===== config.mk =====
export PLATFORM = sky130hd
export DESIGN_NAME = dpoll_datapath
export DESIGN_NICKNAME = d
export VERILOG_FILES = /design/src/rtl/dpoll_pkg.sv /design/src/rtl/dpoll_datapath.sv
export SDC_FILE = /design/constraint.sdc
export NUM_CORES = 1
export LEC_CHECK = 0
export BUFFER_PORTS_ARGS = -buffer_cell sky130_fd_sc_hd__buf_2
export CORE_AREA = 2 2 76 78
export CTS_CLUSTER_DIAMETER = 150
export DETAILED_ROUTE_END_ITERATION = 6
export DIE_AREA = 0 0 78 80
export SLEW_MARGIN = 20
export SYNTH_ARGS = -nofsm -noshare
export SYNTH_HDL_FRONTEND = slang
export SYNTH_SLANG_ARGS = --single-unit

===== constraint.sdc =====
create_clock -name clk -period 2.18 [get_ports clk]
set_clock_uncertainty 0.15 [all_clocks]
set_input_delay 0.436 -clock clk [delete_from_list [all_inputs] [get_ports clk]]
set_output_delay 0.436 -clock clk [all_outputs]
set_load 0.02 [all_outputs]

===== src/rtl/dpoll_pkg.sv =====
package dpoll_pkg;

  typedef enum logic [2:0] {
    ST_IDLE,
    ST_SETTLE,
    ST_POLL_RD,
    ST_POLL_CHK,
    ST_CONF_RD,
    ST_CONF_CHK
  } pollState_t;

  // strobes from control to datapath
  typedef struct packed {
    logic load;        // latch operation inputs, clear flags
    logic cntClr;      // clear shared counter
    logic cntInc;      // advance shared counter
    logic rdEn;        // issue a read
    logic capture;     // take confirming read word
    logic flagTimeout; // poll budget exhausted
  } ctrlStrobe_t;

endpackage


===== src/rtl/dpoll_datapath.sv =====
module dpoll_datapath
  import dpoll_pkg::*;
#(
  parameter int AW            = 16,
  parameter int DW            = 8,
  parameter int SECT_BITS     = 8,
  parameter int MAX_POLLS     = 16,
  parameter int SETTLE_CYCLES = 3
) (
  input  logic          clk,
  input  logic          rstN,
  input  ctrlStrobe_t   strobe,
  input  logic          opErase,
  input  logic [AW-1:0] tgtAddr,
  input  logic [DW-1:0] expData,
  input  logic [DW-1:0] memRdData,
  output logic [AW-1:0] memAddr,
  output logic          statusMatch,
  output logic          settleDone,
  output logic          lastPoll,
  output logic [DW-1:0] resultData,
  output logic          timeoutErr,
  output logic          dataErr
);

  localparam int CNT_MAX = (MAX_POLLS > SETTLE_CYCLES) ? MAX_POLLS : SETTLE_CYCLES;
  localparam int CNT_W   = $clog2(CNT_MAX + 1);
  localparam int STAT_B  = DW - 1;
  localparam logic [CNT_W-1:0] LAST_POLL  = CNT_W'(MAX_POLLS - 1);
  localparam logic [CNT_W-1:0] LAST_SETTL = CNT_W'(SETTLE_CYCLES - 1);
  localparam logic [AW-1:0]    SECT_MASK  = ~((AW'(1) << SECT_BITS) - AW'(1));

  logic [AW-1:0]    addrQ;
  logic [DW-1:0]    expQ;
  logic             eraseQ;
  logic [CNT_W-1:0] cntQ;
  logic [DW-1:0]    resultQ;
  logic             timeoutQ;
  logic             dataErrQ;
  logic [AW-1:0]    addrSel;

  // erase polls the sector base, program polls the exact address
  generate
    if (SECT_BITS > 0) begin : g_mask
      assign addrSel = opErase ? (tgtAddr & SECT_MASK) : tgtAddr;
    end else begin : g_nomask
      assign addrSel = tgtAddr;
    end
  endgenerate

  always_ff @(posedge clk) begin
    if (!rstN) begin
      addrQ  <= '0;
      expQ   <= '0;
      eraseQ <= 1'b0;
    end else if (strobe.load) begin
      addrQ  <= addrSel;
      expQ   <= expData;
      eraseQ <= opErase;
    end
  end

  always_ff @(posedge clk) begin
    if (!rstN)              cntQ <= '0;
    else if (strobe.cntClr) cntQ <= '0;
    else if (strobe.cntInc) cntQ <= cntQ + CNT_W'(1);
  end

  always_ff @(posedge clk) begin
    if (!rstN) begin
      resultQ  <= '0;
      timeoutQ <= 1'b0;
      dataErrQ <= 1'b0;
    end else if (strobe.load) begin
      timeoutQ <= 1'b0;
      dataErrQ <= 1'b0;
    end else begin
      if (strobe.flagTimeout) timeoutQ <= 1'b1;
      if (strobe.capture) begin
        resultQ <= memRdData;
        if (!eraseQ && (memRdData != expQ)) dataErrQ <= 1'b1;
      end
    end
  end

  always_comb begin
    if (eraseQ) statusMatch = memRdData[STAT_B];
    else        statusMatch = (memRdData[STAT_B] == expQ[STAT_B]);
  end

  assign settleDone = (cntQ == LAST_SETTL);
  assign lastPoll   = (cntQ == LAST_POLL);
  assign memAddr    = addrQ;
  assign resultData = resultQ;
  assign timeoutErr = timeoutQ;
  assign dataErr    = dataErrQ;

endmodule


* After elaboration in Yosys (flattened, before gate mapping)
Index checks and enable logic that the tools add are counted.
** Word-level totals
- Input port bits :: 41
- Flip-flop bits (word level) :: 40
- Output and inout bits :: 29
- Logic and storage cells :: 22
** Operators by class
- Muxes and demuxes :: 2
- Reduce and logical (&&, ||, !) cells :: 6
- Add/sub/neg operators :: 1
- Bitwise gates (word level) :: 2
- Eq/ne operators :: 4
** Operators by type and width (number)
- $mux W8 :: 1
- $ne A8 B8 Y1 :: 1
- $add A5 B1 Y5 const B :: 1
- $eq A5 B2 Y1 const B :: 1
- $eq A5 B4 Y1 const B :: 1
- $reduce_and A2 Y1 :: 2
- $reduce_or A2 Y1 :: 2
- $not A1 Y1 :: 2
- $eq A1 B1 Y1 :: 1
- $logic_and A1 B1 Y1 :: 1
- $logic_not A1 Y1 :: 1
- $mux W1 :: 1

* Longest topological paths before layout
Gate-level depths: netlist of the first run.
- Depth after elaboration :: 3
- Depth in mapped cells :: 5
- Gate-level depth less buffers :: 4

* Least setup slack after synthesis of the first run
Ideal clock, no wire load.
- Path type :: register -> output
- Start point :: reg cntQ[0]
- End point :: out settleDone
- Path buffers :: 0
- Data required time :: 1.594 ns
- Arrival :: 1.217 ns
- Slack :: 0.377 ns
- Cell stages (with the launch flop) :: 4
- Cells stage by stage :: dfxtp_1 inv_1 ha_1 nor4b_1
** On the way
- Cells in the longest elaborated chain, start to end :: 1
** Ends and longest elaborated chain
- start: declaration :: RTL line dpoll_datapath.sv:36 : logic [CNT_W-1:0] cntQ;
- start signal: assignment :: RTL line dpoll_datapath.sv:66 : else if (strobe.cntInc) cntQ <= cntQ + CNT_W'(1);
- $eq A5 B2 Y1 :: RTL line dpoll_datapath.sv:91 : assign settleDone = (cntQ == LAST_SETTL);
- end: declaration :: RTL line dpoll_datapath.sv:19 : output logic settleDone,
No other way between the ends.

* Worst setup path after layout of the first run
- Start point :: reg cntQ[0]
- End point :: out lastPoll
** On the way
- Cells in the longest elaborated chain, start to end :: 1
** Ends and longest elaborated chain
- $eq A5 B4 Y1 :: RTL line dpoll_datapath.sv:92 : assign lastPoll = (cntQ == LAST_POLL);
- end: declaration :: RTL line dpoll_datapath.sv:20 : output logic lastPoll,
No other way between the ends.

==> results by group, run 1 <==
Clock tree
  – CTS root buf: clkbuf_8
  – Postcts setup bufs: 0
  – Longest Clk Path Bufs: 2
  – CTS tree: built
  – CTS resizes: 0
  – Clock latency on the worst-skew pair: 0.28 ns
  – CTS Hold Bufs: 0
  – Total CTS buffers: 5
  – Htree depth: 2
  – Clk pin slew, worst setup/hold paths: 0.07 ns
  – Clk sinks: 40

STA
  – Post-route setup TNS: 0 ns
  – Relative slew slack: 0.6126
  – Tmin final: 1.936 ns
  – Setup-failing EPs final: 0
  – Slew at the pin closest to its max-slew limit: roughly 0.58 ns
  – Slew Viols, Final: 0
  – RSZ-0062 raised after global routing: no
  – Final WS setup: 0.2440 ns
  – Hold Fails Final Rpt: 0
  – Fmax: between 0.5 and 0.6 GHz
  – Period utilisation layout: 0.8881

Critical path
  – Worst Path Max Fanout: 4
  – CP arrival: 1.35 ns
  – CP Buf/Inv Count: 1
  – Worst EP required: 1.59 ns
  – Setup crit end kind: primary output
  – Crit Path Category: reg2out
  – Most used cell, CP: ha_1
  – Crit-path cells: ha_1 -> and3_1 -> ha_1 -> buf_2
  – Crit-path slowest cell: dfxtp_1
  – Peak per-stage delay on the critical path: 0.34 ns
  – Crit path launch type: flop
  – Top delay family on crit path: adder cells

Floorplan
  – Site row count: 27
  – Boundary Pins: 70
  – Die ar.: between 6000 and 7000 µm²
  – Initial Util: 0.3118
  – Die W: 78 µm
  – Die height: 80 µm
  – CORE AREA: roughly 5400 µm²

Synthesis
  – Net Count, Synth: 207
  – Seq/Total Area, Yosys: 0.4751
  – Synth cell types: 24
  – Avg Cell Area, Syn: 10.34 µm²
  – YS warnings: 0
  – Synth Register Bits: 40
  – Mapped Area: 1685 µm²
  – Post-Synthesis Cells: 163

Drt
  – Post-DRT Antenna Nets: 0
  – Remaining routing DRC violations: 0
  – Drt initial violations: 65
  – WL final: 3353 µm
  – Vias: around 1300
  – WL/cell: 10.99 µm
  – Drt via density: 4.230
  – Drt first pass iters: 4

Global route
  – First-pass GRT wire length: 5520 µm
  – Largest net degree at the start of global routing: 26
  – Vias in the first global route: 1196
  – All-Layer GR Usage: 0.1153
  – GRT overflow: 0
  – Antenna violations before repair: 0

Outcome
  – Status: completed

Power
  – Pwr dens: ~700 nW/µm²
  – Worst IR Drop VDD: ~0.32 mV
  – Overall power: ~1.5 mW
  – Leakage power: a little over 1 nW

Placed design
  – Port bufs: just under 70
  – DP Worst Slack: 0.4729 ns
  – Routability cong.: 0.7052
  – Final HPWL DP: 2467 µm

Final layout
  – Share of layout cells above drive strength 1: 0.3391
  – Layout Nets: 277
  – Register Area: 800.8 µm²
  – Area of the multi-input gates: 820.8 µm²
  – Diodes inserted: 0
  – Area grow syn2layout: 29.70%
  – Filler cells: between 500 and 600
  – Final Util: 0.4044

Job
  – Max-Cap Viols: 0

Hold path
  – Hold Path Class: in2reg
==> worst paths after layout <==
path / endpoint / depth (start not counted) / from / slack (ns)
setup reg to reg: cntQ[4]$_SDFFE_PP0P_ / 4 / cntQ[0]$_SDFFE_PP0P_ / 0.71
setup / recovery: lastPoll / 4 / cntQ[0]$_SDFFE_PP0P_ / 0.24
hold reg to reg: dataErr$_SDFFE_PP0P_ / 2 / dataErr$_SDFFE_PP0P_ / 0.33
hold / removal: memAddr[3]$_SDFFE_PN0P_ / 3 / tgtAddr[3] / 0.25
==> logic make-up after synthesis <==
logic type      synth area share
xor+xnor                 0.06237
compound gates           0.03563
fa+ha+maj                0.02227
buf+inv                  0.03786
mux                       0.1485
flops                     0.4751
simple gates              0.2183
==> power by group <==
part	internal (mW)	total (mW)	switching [mW]
Combinational	0.107	0.221	0.114
Sequential	0.766	0.785	0.0190
Clock	0.282	0.520	0.238
Total	1.16	1.53	0.371
==> cell type report <==
type                    count  share of cell area
multi-input cells         112              0.3755
flip-flops and latches     40              0.3663
clock buffers               7             0.04408
inverters                   2            0.003434
well taps                  72             0.04121
repair buffers             72              0.1694
==> worst min-delay path, stage by stage <==
cell	delay, ns
buf_2	0.08
a21oi_1	0.05
nor2b_1	0.09
==> layer usage <==
layer / up-vias / GRT usage / wire length (µm)
met4: 0 / 0.05263 / 56
met5: - / 0 / 0
met1: 572 / 0.1327 / 1476
li1: 671 / - / -
met2: 41 / 0.1905 / 1575
met3: 6 / 0.04299 / 245
==> synth_stat cells <==
| cell | n | area (µm²) |
|---|---|---|
| buf_2 | 2 | 10.01 |
| buf_6 | 2 | 22.52 |
| o21ai_1 | 1 | 5.000 |
| ha_1 | 3 | 37.54 |
| nand2b_1 | 1 | 6.260 |
| mux2i_1 | 25 | 250.2 |
| and3_1 | 1 | 6.260 |
| a21oi_1 | 8 | 40.04 |
| nor3b_1 | 1 | 7.510 |
| nor4bb_1 | 1 | 10.01 |
| nor2b_1 | 43 | 269.0 |
| inv_1 | 2 | 7.510 |
| nor4b_1 | 1 | 8.760 |
| nand2_1 | 2 | 7.510 |
| a211oi_1 | 2 | 15.01 |
| buf_4 | 1 | 7.510 |
| nand4_1 | 3 | 18.77 |
| clkbuf_1 | 3 | 11.26 |
| clkbuf_2 | 1 | 5.000 |
| xor2_1 | 3 | 26.28 |
| xnor2_1 | 9 | 78.83 |
| nor2_1 | 7 | 26.28 |
| dfxtp_1 | 40 | 800.8 |
| nand3b_1 | 1 | 7.510 |
==> state kept, by name (all words and copies together), names as in the netlist <==
| signal | count |
|---|---|
| expQ | 8 |
| memAddr | 16 |
| resultData | 8 |
| dataErr | 1 |
| cntQ | 5 |
| timeoutErr | 1 |
| eraseQ | 1 |
==> per-stage QoR <==
step | hold WS [ns] | cell area [µm²] | std cells
after detailed placement | 0.3208 | 2090 | 298
after global placement | 0.3077 | 2090 | 298
after CTS | 0.2372 | 2186 | 305
final | 0.2457 | 2186 | 305
after global routing | 0.2513 | 2186 | 305
after floorplan | 0.3343 | 1685 | 163
==> cell usage in the layout (no fill, tap or decap) <==
master and n:
buf_2 68, nor3b_1 1, o21ai_1 1, nor2_1 7, nand4_1 3, a211oi_1 2
mux2i_1 25, nor2b_1 43, nand3b_1 1, a21oi_1 8, nor4bb_1 1, ha_1 3
xnor2_1 9, buf_4 4, inv_1 2, xor2_1 3, dfxtp_1 40, nand2_1 2
and3_1 1, nor4b_1 1, nand2b_1 1, clkbuf_8 7
No activity file was read; power rests on OpenSTA's default activity.
==> run 2, diff against run 1 <==
Clock period 2.18 ns to 2.5 ns, I/O delays scaled along.
==> results by group, run 2 (synthesis results as in run 1) <==
Power
  – Worst IR Drop VDD: 0.2121 mV (-33%)
  – Pwr dens: 586.0 nW/µm² (-16%)
  – Leakage power: 0.9958 nW (-0.92%)

Final layout
  – Largest register FFs: 16 (unchanged)
  – Share of layout cells above drive strength 1: 0.3348 (-0.004292)
  – Filler cells: 590 (+3.9%)
  – Area grow syn2layout: 28.58%
  – Commonest non-fill, non-tap cell in the layout: buf_2
  – Non-filler cells, final: 305 (unchanged)
  – Layout Nets: 277 (unchanged)
  – Most frequent cells in the layout: buf_2 (68), nor2b_1 (43), dfxtp_1 (40), mux2i_1 (25), xnor2_1 (9)
  – Diodes inserted: 0 (unchanged)

Outcome
  – Status: completed

Placed design
  – Post-Place Cells: 298 (unchanged)
  – Port bufs: 68 (unchanged)
  – Final HPWL DP: 2477 µm (+0.41%)
  – Routability cong.: 0.7272 (+3.1%)

Critical path
  – Worst Path Max Fanout: 4 (unchanged)
  – Worst EP required: 1.85 ns (+0.26 ns)
  – Crit Path Category: reg2out
  – Crit path launch type: flop
  – CP arrival: 1.34 ns (about the same)
  – Setup crit end kind: primary output

Clock tree
  – Clk pin slew, worst setup/hold paths: 0.07 ns (about the same)
  – Longest Clk Path Bufs: 2 (unchanged)
  – Total CTS buffers: 5 (unchanged)
  – Clk sinks: 40 (unchanged)
  – CTS Hold Bufs: 0 (unchanged)
  – CTS resizes: 0 (unchanged)
  – Htree depth: 2 (unchanged)
  – CTS root buf: clkbuf_8
  – CTS tree: built
  – Postcts setup bufs: 0 (unchanged)
  – Clock latency on the worst-skew pair: 0.28 ns (about the same)

Drt
  – Drt first pass iters: 3 (-1)
  – Drt via density: 4.177 (-1.2%)
  – Post-DRT Antenna Nets: 0 (unchanged)
  – Remaining routing DRC violations: 0 (unchanged)
  – Vias: 1274 (-1.2%)
  – WL/cell: 11.24 µm (+2.2%)
  – Drt initial violations: 35 (-46%)
  – WL final: 3428 µm (+2.2%)

Job
  – Max-Cap Viols: 0 (unchanged)

Global route
  – GRT overflow: 0 (unchanged)
  – First-pass GRT wire length: 5775 µm (+4.6%)
  – Antenna violations before repair: 0 (unchanged)
  – All-Layer GR Usage: 0.1197 (+0.004410)
  – Vias in the first global route: 1244 (+4.0%)
  – Largest net degree at the start of global routing: 21 (-19%)

Floorplan
  – CORE AREA: 5405 µm² (unchanged)
  – Die ar.: 6240 µm² (unchanged)
  – Die W: 78 µm (unchanged)
  – Site row count: 27 (unchanged)
  – Initial Util: 0.3118 (unchanged)
  – Die height: 80 µm (unchanged)
  – Boundary Pins: 70 (unchanged)

STA
  – Setup-failing EPs final: 0 (unchanged)
  – Hold Fails Final Rpt: 0 (unchanged)
  – Slew Viols, Final: 0 (unchanged)
  – Slew at the pin closest to its max-slew limit: 0.5767 ns (-0.003164 ns)
  – RSZ-0062 raised after global routing: no
  – Period utilisation layout: 0.7965
  – Tmin final: about 2.0 ns
  – Post-route setup TNS: 0 ns (unchanged)
  – Relative slew slack: 0.6147 (+0.002114)
  – Fmax: 0.5022 GHz

Hold path
  – Hold Path Class: in2reg
run 2: cell types whose count changed in the layout (fill, tap and decap cells not counted), sizes merged:
cell	delta
clkbuf	-1
clkinv	+1
run 2: routing by layer:
metal | global-route usage | part of all wire | vias up | wire length [µm]
li1 | - | - | 675 | -
met1 | 0.1393 | 0.46 | 559 | 1569
met2 | 0.1966 | 0.46 | 38 | 1574
met3 | 0.04864 | 0.076 | 2 | 261
met4 | 0.04737 | 0.0067 | 0 | 23
met5 | 0 | 0 | - | 0
run 2: power breakdown:
group	switching [mW]	total (mW)	internal (mW)
sequential	0.0166	0.685	0.668
combinational	0.0997	0.193	0.0935
clock	0.202	0.392	0.190
run 2: final cells by class:
class / count / area (µm²) / share of cell area
multi-input combinational: 112 / 820.8 / 0.3788
clock buffer: 6 / 72.57 / 0.03349
sequential: 40 / 800.8 / 0.3695
timing repair buffer: 72 / 370.4 / 0.1709
clock inverter: 1 / 5.005 / 0.002309
inverter: 2 / 7.507 / 0.003464
tap: 72 / 90.09 / 0.04157
run 2: worst paths after layout:
check,from,endpoint,slack [ns],cells past startpoint
worst min register to register,dataErr$_SDFFE_PP0P_,dataErr$_SDFFE_PP0P_,0.32,2
worst min-delay path,tgtAddr[4],memAddr[4]$_SDFFE_PN0P_,0.31,3
worst max-delay path,cntQ[0]$_SDFFE_PP0P_,lastPoll,0.51,4
worst max register to register,cntQ[0]$_SDFFE_PP0P_,cntQ[4]$_SDFFE_PP0P_,1.04,4
run 2: per-stage QoR:
| stage | instance area (µm²) | util | setup WS (ns) | hold slack (ns) | total power [mW] |
|---|---|---|---|---|---|
| 2_1_floorplan | 1685 | - | 0.6332 | 0.3343 | 0.8227 |
| 3_3_place_gp | 2090 | 0.3866 | 0.6124 | 0.3096 | 0.8943 |
| 3_5_place_dp | 2090 | 0.3866 | 0.5797 | 0.3057 | 0.8959 |
| 4_1_cts | 2167 | 0.4009 | 0.4867 | 0.3026 | 1.301 |
| 5_1_grt | 2167 | 0.4009 | 0.4149 | 0.3144 | 1.350 |
| 6_report | 2167 | 0.4009 | 0.5088 | 0.3106 | 1.270 |
run 2: critical path, cell delays in order (launching register included):
cell and delay (ns):
dfxtp_1 0.35, ha_1 0.21, and3_1 0.18, ha_1 0.17, buf_2 0.15
==> run 3, diff against run 2 <==
Clock period 2.5 ns to 1.7 ns, I/O delays scaled along.
==> results by group, run 3 (synthesis results as in run 1) <==
Power
  – Worst IR Drop VDD: 0.3758 mV (+77%)
  – Leakage power: 1.018 nW (+2.3%)
  – Overall power: 1.942 mW (+53%)
  – Pwr dens: 865.1 nW/µm² (+48%)

Final layout
  – Non-filler cells, final: 310 (+1.6%)
  – Final Util: 0.4153 (+0.01435)
  – Area of the multi-input gates: 847.1 µm² (+3.2%)
  – Layout Nets: 281 (+1.4%)
  – Filler cells: 570 (-3.4%)
  – Diodes inserted: 0 (unchanged)
  – Register Area: 803.3 µm² (+0.31%)
  – Share of layout cells above drive strength 1: 0.3697 (+0.03498)
  – Area grow syn2layout: 33.18%
  – Commonest non-fill, non-tap cell in the layout: buf_2
  – Largest register FFs: 16 (unchanged)
  – Most frequent cells in the layout: buf_2 (67), nor2b_1 (43), dfxtp_1 (38), mux2i_1 (25), xnor2_1 (9)

Placed design
  – Post-Place Cells: 301 (+1.0%)
  – Port bufs: 68 (unchanged)
  – Final HPWL DP: 2617 µm (+5.7%)
  – Routability cong.: 0.7469 (+2.7%)

STA
  – Setup-failing EPs final: 1 (+1)
  – Fmax: 0.5758 GHz
  – Relative slew slack: 0.6327 (+0.01792)
  – Period utilisation layout: 1.022
  – Slew Viols, Final: 0 (unchanged)
  – Tmin final: 1.737 ns
  – Hold Fails Final Rpt: 0 (unchanged)
  – Slew at the pin closest to its max-slew limit: 0.5499 ns (-0.02682 ns)
  – Final WS setup: -0.03673 ns (-0.5455 ns)
  – RSZ-0062 raised after global routing: yes

Drt
  – WL final: 3504 µm (+2.2%)
  – Drt via density: 4.219 (+1.0%)
  – Drt first pass iters: 4 (+1)
  – Vias: 1308 (+2.7%)
  – Remaining routing DRC violations: 0 (unchanged)
  – Post-DRT Antenna Nets: 0 (unchanged)
  – Drt initial violations: 34 (-2.9%)
  – WL/cell: 11.30 µm (+0.57%)

Critical path
  – Crit path launch type: flop
  – Crit Path Category: reg2out
  – Worst Path Max Fanout: 4 (unchanged)
  – Setup crit end kind: primary output
  – CP arrival: 1.25 ns (-0.09 ns)
  – R2R setup slack: 0.32 ns (-0.72 ns)
  – Worst EP required: 1.21 ns (-0.64 ns)

Floorplan
  – Initial Util: 0.3118 (unchanged)
  – Die ar.: 6240 µm² (unchanged)
  – Die W: 78 µm (unchanged)
  – Boundary Pins: 70 (unchanged)
  – Die height: 80 µm (unchanged)
  – Site row count: 27 (unchanged)
  – CORE AREA: 5405 µm² (unchanged)

Outcome
  – Status: finished with violations
  – Violated checks: setup timing

Clock tree
  – Clock latency on the worst-skew pair: 0.28 ns (about the same)
  – Total CTS buffers: 5 (unchanged)
  – CTS tree: built
  – Clk pin slew, worst setup/hold paths: 0.08 ns (about the same)
  – CTS Hold Bufs: 0 (unchanged)
  – Longest Clk Path Bufs: 2 (unchanged)
  – CTS root buf: clkbuf_8
  – Htree depth: 2 (unchanged)
  – Clk sinks: 40 (unchanged)

Global route
  – Largest net degree at the start of global routing: 17 (-19%)
  – Antenna violations before repair: 0 (unchanged)
  – Vias in the first global route: 1221 (-1.8%)
  – First-pass GRT wire length: 5678 µm (-1.7%)
  – GRT overflow: 0 (unchanged)
  – All-Layer GR Usage: 0.1179 (-0.001768)

Hold path
  – Hold Path Class: in2reg

Job
  – Max-Cap Viols: 0 (unchanged)
-- run 3: changes by cell type in the layout (fill, tap and decap cells not counted), moves of 2 or more --
cell,previous run,this run
ha_1,3,1
dfxtp_1,40,38
buf_4,4,8
dfxtp_2,0,2
-- run 3: worst paths after layout --
check / start / cells after the start / to
max: cntQ[1]$_SDFFE_PP0P_ / 4 / lastPoll
min: tgtAddr[5] / 3 / memAddr[5]$_SDFFE_PN0P_
max reg2reg: cntQ[1]$_SDFFE_PP0P_ / 4 / cntQ[4]$_SDFFE_PP0P_
min reg2reg: dataErr$_SDFFE_PP0P_ / 2 / dataErr$_SDFFE_PP0P_
-- run 3: power by group --
group	switching, mW	total [mW]	internal, mW	leakage (nW)
combinational	0.150	0.294	0.144	0.644
clock	0.308	0.639	0.331	0.0455
sequential	0.0249	1.01	0.983	0.329
-- run 3: critical path: stages, from the launching register on --
cell	delay [ns]
dfxtp_2	0.35
ha_4	0.16
and3_4	0.17
ha_2	0.16
buf_6	0.12
-- run 3: cell type report --
class                   instances  area share
flip-flops and latches         40      0.3579
inverters                       2    0.003344
multi-input cells             112      0.3774
repair buffers                 76      0.1812
well taps                      72     0.04013
clock buffers                   8     0.04013
-- run 3: through the flow --
step,instance area [µm²],setup TNS [ns],hold WS (ns),setup WS [ns]
2_1_floorplan,1692,0,0.3182,0.2712
3_3_place_gp,2118,0,0.3232,0.1777
3_5_place_dp,2118,0,0.3250,0.1762
4_1_cts,2245,-0.05952,0.1373,-0.05134
5_1_grt,2245,-0.1172,0.1530,-0.07509
6_report,2245,-0.03673,0.1515,-0.03673
-- run 3: timing repair --
| item | CTS | global route |
|---|---|---|
| buffers inserted | 1 | 0 |
| setup endpoints to repair | 2 | 2 |
| gates resized for setup | 8 | 0 |
-- run 3: metal layers --
layer	global-route usage	vias up	routed length, µm
met5	0	-	0
met4	0.04211	0	15
met3	0.03846	2	215
met2	0.2000	41	1720
met1	0.1397	582	1552
li1	-	683	-
